`src/rtl/dma_hs_pkg.sv`:
```
`timescale 1ns/1ps
package dma_hs_pkg;
  localparam int HS_W    = 5;
  localparam int HS_CS   = 0;
  localparam int HS_RD   = 1;
  localparam int HS_WR   = 2;
  localparam int HS_DACK = 3;
  localparam int HS_DEND = 4;
  typedef logic [HS_W-1:0] hs_vec_t;
endpackage

```
`src/rtl/hs_sync.sv`:
```
`timescale 1ns/1ps
module hs_sync
  import dma_hs_pkg::*;
(
  input  logic    clk,
  input  logic    rst_n,
  input  hs_vec_t pin_n,
  output hs_vec_t pin_on
);
  generate
    for (genvar i = 0; i < HS_W; i++) begin : g_bit
      logic meta_q, stab_q;
      always_ff @(posedge clk or negedge rst_n) begin
        if (!rst_n) begin
          meta_q <= 1'b1;
          stab_q <= 1'b1;
        end else begin
          meta_q <= pin_n[i];
          stab_q <= meta_q;
        end
      end
      assign pin_on[i] = ~stab_q;
    end
  endgenerate
endmodule

```
`src/rtl/hs_unit_detect.sv`:
```
`timescale 1ns/1ps
module hs_unit_detect
  import dma_hs_pkg::*;
(
  input  logic    clk,
  input  logic    rst_n,
  input  hs_vec_t pin_on,
  input  logic    ack_pin,
  input  logic    dir_rd,
  output logic    ack_now,
  output logic    ack_prev,
  output logic    ack_rise,
  output logic    end_now
);
  logic prev_d;

  always_comb begin
    if (ack_pin) ack_now = pin_on[HS_DACK];
    else         ack_now = pin_on[HS_CS] & (dir_rd ? pin_on[HS_RD] : pin_on[HS_WR]);
    end_now  = pin_on[HS_DEND];
    ack_rise = ack_now & ~ack_prev;
    prev_d   = ack_now;
  end

  always_ff @(posedge clk or negedge rst_n) begin
    if (!rst_n) ack_prev <= 1'b0;
    else        ack_prev <= prev_d;
  end
endmodule

```
`src/rtl/xfer_budget.sv`:
```
`timescale 1ns/1ps
module xfer_budget #(
  parameter int CNT_W = 8
) (
  input  logic             clk,
  input  logic             rst_n,
  input  logic             start,
  input  logic [CNT_W-1:0] len,
  input  logic             unit,
  input  logic             end_strobe,
  input  logic             tend_clr,
  output logic [CNT_W-1:0] left_q,
  output logic             act_q,
  output logic             done_q,
  output logic             tend_q
);
  logic [CNT_W-1:0] left_d;
  logic act_d, done_d, tend_d, upd_en, take;

  assign take   = unit & act_q;
  assign upd_en = start | take | tend_clr;

  always_comb begin
    left_d = left_q;
    act_d  = act_q;
    done_d = done_q;
    tend_d = tend_q;
    if (tend_clr) tend_d = 1'b0;
    if (start) begin
      left_d = len;
      act_d  = (len != '0);
      done_d = (len == '0);
    end else if (take) begin
      left_d = left_q - 1'b1;
      if (end_strobe || left_q == {{(CNT_W-1){1'b0}}, 1'b1}) begin
        act_d  = 1'b0;
        done_d = 1'b1;
      end
      if (end_strobe) tend_d = 1'b1;
    end
  end

  always_ff @(posedge clk or negedge rst_n) begin
    if (!rst_n) begin
      left_q <= '0;
      act_q  <= 1'b0;
      done_q <= 1'b0;
      tend_q <= 1'b0;
    end else if (upd_en) begin
      left_q <= left_d;
      act_q  <= act_d;
      done_q <= done_d;
      tend_q <= tend_d;
    end
  end

  p_count_down_r4: assert property (@(posedge clk) disable iff (!rst_n)
    (take && !start && !end_strobe && left_q > 1) |=> (left_q == $past(left_q) - 1'b1) && act_q);
  p_budget_end_r4: assert property (@(posedge clk) disable iff (!rst_n)
    (take && !start && left_q == 1) |=> (done_q && !act_q));
  p_tend_sticky_r6: assert property (@(posedge clk) disable iff (!rst_n)
    (tend_q && !tend_clr) |=> tend_q);
  p_tend_cause_r6: assert property (@(posedge clk) disable iff (!rst_n)
    $rose(tend_q) |-> $past(take && end_strobe));
endmodule

```
`src/rtl/port_level.sv`:
```
`timescale 1ns/1ps
module port_level #(
  parameter int DEPTH = 8,
  parameter int LVL_W = $clog2(DEPTH + 1)
) (
  input  logic             clk,
  input  logic             rst_n,
  input  logic             dir_rd,
  input  logic             usb_stb,
  input  logic             unit,
  input  logic             zlp,
  output logic [LVL_W-1:0] lvl_q
);
  localparam logic [LVL_W-1:0] FULL = LVL_W'(DEPTH);
  logic inc, dec, upd_en;
  logic [LVL_W-1:0] lvl_d;

  assign inc    = dir_rd ? usb_stb : unit;
  assign dec    = dir_rd ? unit : usb_stb;
  assign upd_en = zlp | (inc ^ dec);

  always_comb begin
    lvl_d = lvl_q;
    if (zlp)                           lvl_d = '0;
    else if (inc && !dec && lvl_q < FULL) lvl_d = lvl_q + 1'b1;
    else if (dec && !inc && lvl_q != '0)  lvl_d = lvl_q - 1'b1;
  end

  always_ff @(posedge clk or negedge rst_n) begin
    if (!rst_n)      lvl_q <= '0;
    else if (upd_en) lvl_q <= lvl_d;
  end

  p_zlp_clear_r7: assert property (@(posedge clk) disable iff (!rst_n)
    zlp |=> (lvl_q == '0));
  p_level_bound_r10: assert property (@(posedge clk) disable iff (!rst_n)
    lvl_q <= FULL);
  p_level_still_r10: assert property (@(posedge clk) disable iff (!rst_n)
    (!zlp && inc && dec) |=> $stable(lvl_q));
endmodule

```
`src/rtl/dma_port_hs.sv`:
```
`timescale 1ns/1ps
module dma_port_hs
  import dma_hs_pkg::*;
#(
  parameter int CNT_W = 8,
  parameter int DEPTH = 8,
  localparam int LVL_W = $clog2(DEPTH + 1)
) (
  input  logic             clk,
  input  logic             rst_n,
  input  logic             cfg_en,
  input  logic             cfg_burst,
  input  logic             cfg_ack_pin,
  input  logic             cfg_dir_rd,
  input  logic             start,
  input  logic [CNT_W-1:0] xfer_len,
  input  logic             tend_clr,
  input  logic             usb_stb,
  input  logic             zlp_rx,
  input  logic             cs_n,
  input  logic             rd_n,
  input  logic             wr_n,
  input  logic             dack_n,
  input  logic             dend_n,
  output logic             dma_req,
  output logic             xfer_done,
  output logic             tend_flag,
  output logic [CNT_W-1:0] units_left,
  output logic [LVL_W-1:0] fifo_level
);
  logic rst_m_q, rst_s_q, srst_n;
  hs_vec_t pins_n, pins_on;
  logic ack_now, ack_prev, ack_rise, end_now, act, room;

  always_ff @(posedge clk or negedge rst_n) begin
    if (!rst_n) begin
      rst_m_q <= 1'b0;
      rst_s_q <= 1'b0;
    end else begin
      rst_m_q <= 1'b1;
      rst_s_q <= rst_m_q;
    end
  end
  assign srst_n = rst_s_q;

  assign pins_n = {dend_n, dack_n, wr_n, rd_n, cs_n};

  hs_sync u_sync (
    .clk(clk), .rst_n(srst_n), .pin_n(pins_n), .pin_on(pins_on)
  );

  hs_unit_detect u_det (
    .clk(clk), .rst_n(srst_n), .pin_on(pins_on), .ack_pin(cfg_ack_pin),
    .dir_rd(cfg_dir_rd), .ack_now(ack_now), .ack_prev(ack_prev),
    .ack_rise(ack_rise), .end_now(end_now)
  );

  xfer_budget #(.CNT_W(CNT_W)) u_bud (
    .clk(clk), .rst_n(srst_n), .start(start), .len(xfer_len),
    .unit(ack_rise), .end_strobe(end_now), .tend_clr(tend_clr),
    .left_q(units_left), .act_q(act), .done_q(xfer_done), .tend_q(tend_flag)
  );

  port_level #(.DEPTH(DEPTH), .LVL_W(LVL_W)) u_lvl (
    .clk(clk), .rst_n(srst_n), .dir_rd(cfg_dir_rd), .usb_stb(usb_stb),
    .unit(ack_rise & act), .zlp(zlp_rx), .lvl_q(fifo_level)
  );

  assign room    = cfg_dir_rd ? (fifo_level != '0) : (fifo_level < LVL_W'(DEPTH));
  assign dma_req = cfg_en & act & ~tend_flag & room & (cfg_burst | ~ack_prev);

  p_req_gate_r3: assert property (@(posedge clk) disable iff (!srst_n)
    dma_req |-> (cfg_en && !tend_flag && !xfer_done));
  p_single_drop_r1: assert property (@(posedge clk) disable iff (!srst_n)
    (!cfg_burst && ack_now) |=> (!dma_req || cfg_burst));
  p_held_req_r2: assert property (@(posedge clk) disable iff (!srst_n)
    (cfg_burst && dma_req && !ack_rise && !start && !tend_clr && !zlp_rx && !usb_stb
     && $stable(cfg_en) && $stable(cfg_burst) && $stable(cfg_dir_rd)) |=> dma_req);
endmodule

```
`config.mk`:
```
export PLATFORM = sky130hd
export DESIGN_NAME = dma_port_hs
export DESIGN_NICKNAME = d
export VERILOG_FILES = /design/src/rtl/dma_hs_pkg.sv /design/src/rtl/hs_sync.sv /design/src/rtl/hs_unit_detect.sv /design/src/rtl/xfer_budget.sv /design/src/rtl/port_level.sv /design/src/rtl/dma_port_hs.sv
export SDC_FILE = /design/constraint.sdc
export NUM_CORES = 1
export LEC_CHECK = 0
export CAP_MARGIN = 10
export CORE_MARGIN = 1.5
export CORE_UTILIZATION = 45
export CTS_BUF_LIST = sky130_fd_sc_hd__clkbuf_4
export DETAILED_ROUTE_END_ITERATION = 12
export GPL_TIMING_DRIVEN = 0
export PLACE_DENSITY = 0.88
export SLEW_MARGIN = 20
export SYNTH_ARGS = -nofsm -noshare
export SYNTH_HDL_FRONTEND = slang
export SYNTH_HIERARCHICAL = 1
export SYNTH_SLANG_ARGS = --single-unit
```
`constraint.sdc`:
```
create_clock -name clk -period 0.95 [get_ports clk]
set_input_delay 0.19 -clock clk [delete_from_list [all_inputs] [get_ports clk]]
set_output_delay 0.19 -clock clk [all_outputs]
set_load 0.05 [all_outputs]
```
==> reports/metrics.cfg <==
[outcome]
outcome=finished with violations
violations=negative setup slack

[floorplanning]
rows=20
io_pins=38
die-area_sq_mm=0.00349
die_w_microns=59.1
start_util=0.467
die_h_microns=59.1
core-area_sq_mm=0.00303

[setup_path]
cp.required_ns=1.22
slowest_stage=dfstp_2
worst_path_most_repeated_cell=inv_2
crit_path_max_fanout=2
arrival_ns=2.89
crit_family=simple AND/OR/NAND/NOR gates
worstSetupEndpointType=flip-flop
critPathKind=reg2reg
critPathLaunchType=flip-flop
crit_buf_inv=2
slowest_delay_ns=0.55
cp_cell_sequence=inv_2 > or3b_4 > o22ai_4 > and2_4 > mux2i_4 > inv_2 > ha_4 > nand2b_4 > or4_4 > mux2_4 > a21oi_2
reg2reg_slack_ns=-1.67

[power]
ir_drop_uv=889
leakage_nw=0.922
power_frac_clock=0.214
p_total_mw=3.58
p_seq_frac=0.412
swShare=0.338
p_comb_frac=0.374
power_density_mw_per_mm2=1640
internal_power_mw=2.37
power.switching_mw=1.21

[global_route]
grt_pass1_wl_mm=5.58
track_usage=0.213
grt_max_degree=27
grt_pass1_vias=1304
antenna_found_initial=0
grt_overflow=0

[sta]
period_minus_slack_ns=2.62
maxSlewViolCount=0
tightestPinTransition_ns=0.695
max_freq_mhz=382
max_slew_margin=0.532
rsz0062_at_grt=true
setup_slack_ns=-1.67
fin_crit_sh=2.75
skew_ns=0.00349
final-setup-viol-count=31
hold_viol=0

[logic_synthesis]
syn_avg_cell_area_sq_um=10.7
ys_types=44
synthMuxAreaShare=0.0442
synth_edf_count=0
synth_simple_gate_area_frac=0.184
synth_xor_area_frac=0.0248
synth_top_area_frac=0.319
synthCells=132
synth_top_family_by_area=simple AND/OR/NAND/NOR gates
synth_area_sq_mm=0.00141
async_reset_ff_frac=1.00
synth_flop_cell=dfrtp_1
synth_seq_cells=28
synth_compound_gate_area_share=0.122
syn-num-nets=162
synth_adder_area_share=0.0673
seq_area_frac_synth=0.504
synthTopCellsByArea=dfrtp_1 32%, dfstp_2 19%, ha_1 5.3%
yosys.area.top_type=dfrtp_1
yosysWarnings=6

[routing]
routedWlPerCell_microns=14.8
ant_nets=0
routed_wl_mm=3.41
num_vias=1232
viasPerCell=5.33
first_iter_violations=55
drc=0
drt-pass1-iter-count=4

[clocking]
cts_max_level=1
cts_tree=built
clock-sinks=28
cts_buffers=3
clk_latency_ns=0.33
cts_root_buf=clkbuf_4
clkTransAtPathRegs_ns=0.14
cts_buffer_depth=2

[placement]
gp_congestion=0.770
io_buffers=37
place_hpwl_mm=2.28
placed_area_sq_mm=0.00193
place_ws_ns=-2.15

[run]
maxCapViolCount=0

[finish]
area_growth_pct=54.8
finalInstanceArea_sq_mm=0.00219
layout.nets=218
diodes=0
drive_gt1_frac=0.428

[hold_path]
hp-class=in2reg

-- cell usage after synthesis, types with 3 or more instances --
library cell	n
mux2i_1	4
ha_1	6
nand2_1	11
a21oi_1	3
o21ai_0	3
nand3_1	5
nor2_1	8
dfrtp_1	18
nor4_1	3
inv_1	16
or4_1	3
dfstp_2	10
xnor2_1	3
-- power groups by stage --
stage | combinational, mW | clock (mW) | sequential (mW)
CTS | 1.27 | 0.790 | 1.47
finish | 1.34 | 0.766 | 1.47
global route | 1.42 | 0.809 | 1.50
global placement | 1.08 | 0 | 1.47
detailed placement | 1.12 | 0 | 1.48
floorplan | 0.515 | 0 | 1.70
-- repair_timing --
action / CTS / global route
gates resized for setup: 116 / 3
pin swaps: 12 / 6
endpoints found under the setup margin: 47 / 31
hold buffers: 1 / 0
setup buffers: 11 / 2
hold endpoints to repair: 2 / 0
-- through the flow --
step	hold slack [ns]	cells	util	setup TNS, ns
after floorplan	-0.106	132	-	-13.74
after global placement	0.336	213	0.639	-28.66
after detailed placement	0.339	213	0.639	-30.42
after CTS	0.234	229	0.712	-20.17
after global routing	0.230	231	0.723	-22.33
final	0.244	231	0.723	-20.34
-- cells in the final DEF, fill, tap and decap left out, types with 2 or more instances in the layout --
master,count
a21o_1,2
a21oi_1,2
a21oi_2,2
a31oi_1,2
buf_4,15
buf_6,13
clkbuf_4,3
clkdlybuf4s50_1,21
dfrtp_1,13
dfrtp_2,5
dfstp_2,10
ha_1,3
ha_4,3
inv_1,11
inv_2,5
mux2i_4,3
nand2_1,11
nand2b_4,2
nand3_1,5
nor2_1,8
nor2b_1,2
nor4_1,2
o211ai_1,2
o21ai_0,3
o22ai_4,2
or4_1,2
or4_4,2
xnor2_1,2
-- metal layers --
layer  GRT usage  wire (microns)  vias up
li1            -               -      577
met1       0.237            1310      592
met2       0.405            1870       58
met3      0.0284             189        5
met4      0.0812              47        0
met5           0               0        -
-- state kept, by name, indices dropped and copies added (netlist names) --
| register | count |
|---|---|
| u_bud/left_q | 8 |
| u_sync/g_bit.meta_q | 5 |
| u_sync/g_bit.stab_q | 5 |
| u_lvl/lvl_q | 4 |
| rst_m_q | 1 |
| rst_s_q | 1 |
| u_bud/act_q | 1 |
| u_bud/done_q | 1 |
| u_bud/tend_q | 1 |
| u_det/ack_prev | 1 |
-- worst paths after layout --
path,start,endpoint,cells after the start
max,u_sync/g_bit[0].stab_q$_DFF_PN1_,u_lvl/lvl_q[3]$_DFFE_PN0P_,11
min,dack_n,u_sync/g_bit[3].meta_q$_DFF_PN1_,1
max reg2reg,u_sync/g_bit[0].stab_q$_DFF_PN1_,u_lvl/lvl_q[3]$_DFFE_PN0P_,11
min reg2reg,rst_s_q$_DFF_PN0_,u_bud/left_q[3]$_DFFE_PN0P_,0
max in group asynchronous,rst_n,rst_s_q$_DFF_PN0_,2
min in group asynchronous,rst_s_q$_DFF_PN0_,u_bud/left_q[3]$_DFFE_PN0P_,0
-- area by class of cell --
cell class | count | area (sq um)
Buffer | 2 | 11.3
Clock buffer | 3 | 22.5
Clock inverter | 1 | 30.0
Fill cell | 219 | 840
Inverter | 16 | 60.1
Multi-Input combinational cell | 86 | 798
Sequential cell | 28 | 719
Tap cell | 44 | 55.1
Timing Repair Buffer | 51 | 492
-- cells by family after synthesis --
family | count (synthesis)
simple gates | 44
flops | 28
compound gates | 24
buf+inv | 18
fa+ha+maj | 7
mux | 6
xor+xnor | 4
other cells | 1
(Power assumes the default switching activity.)
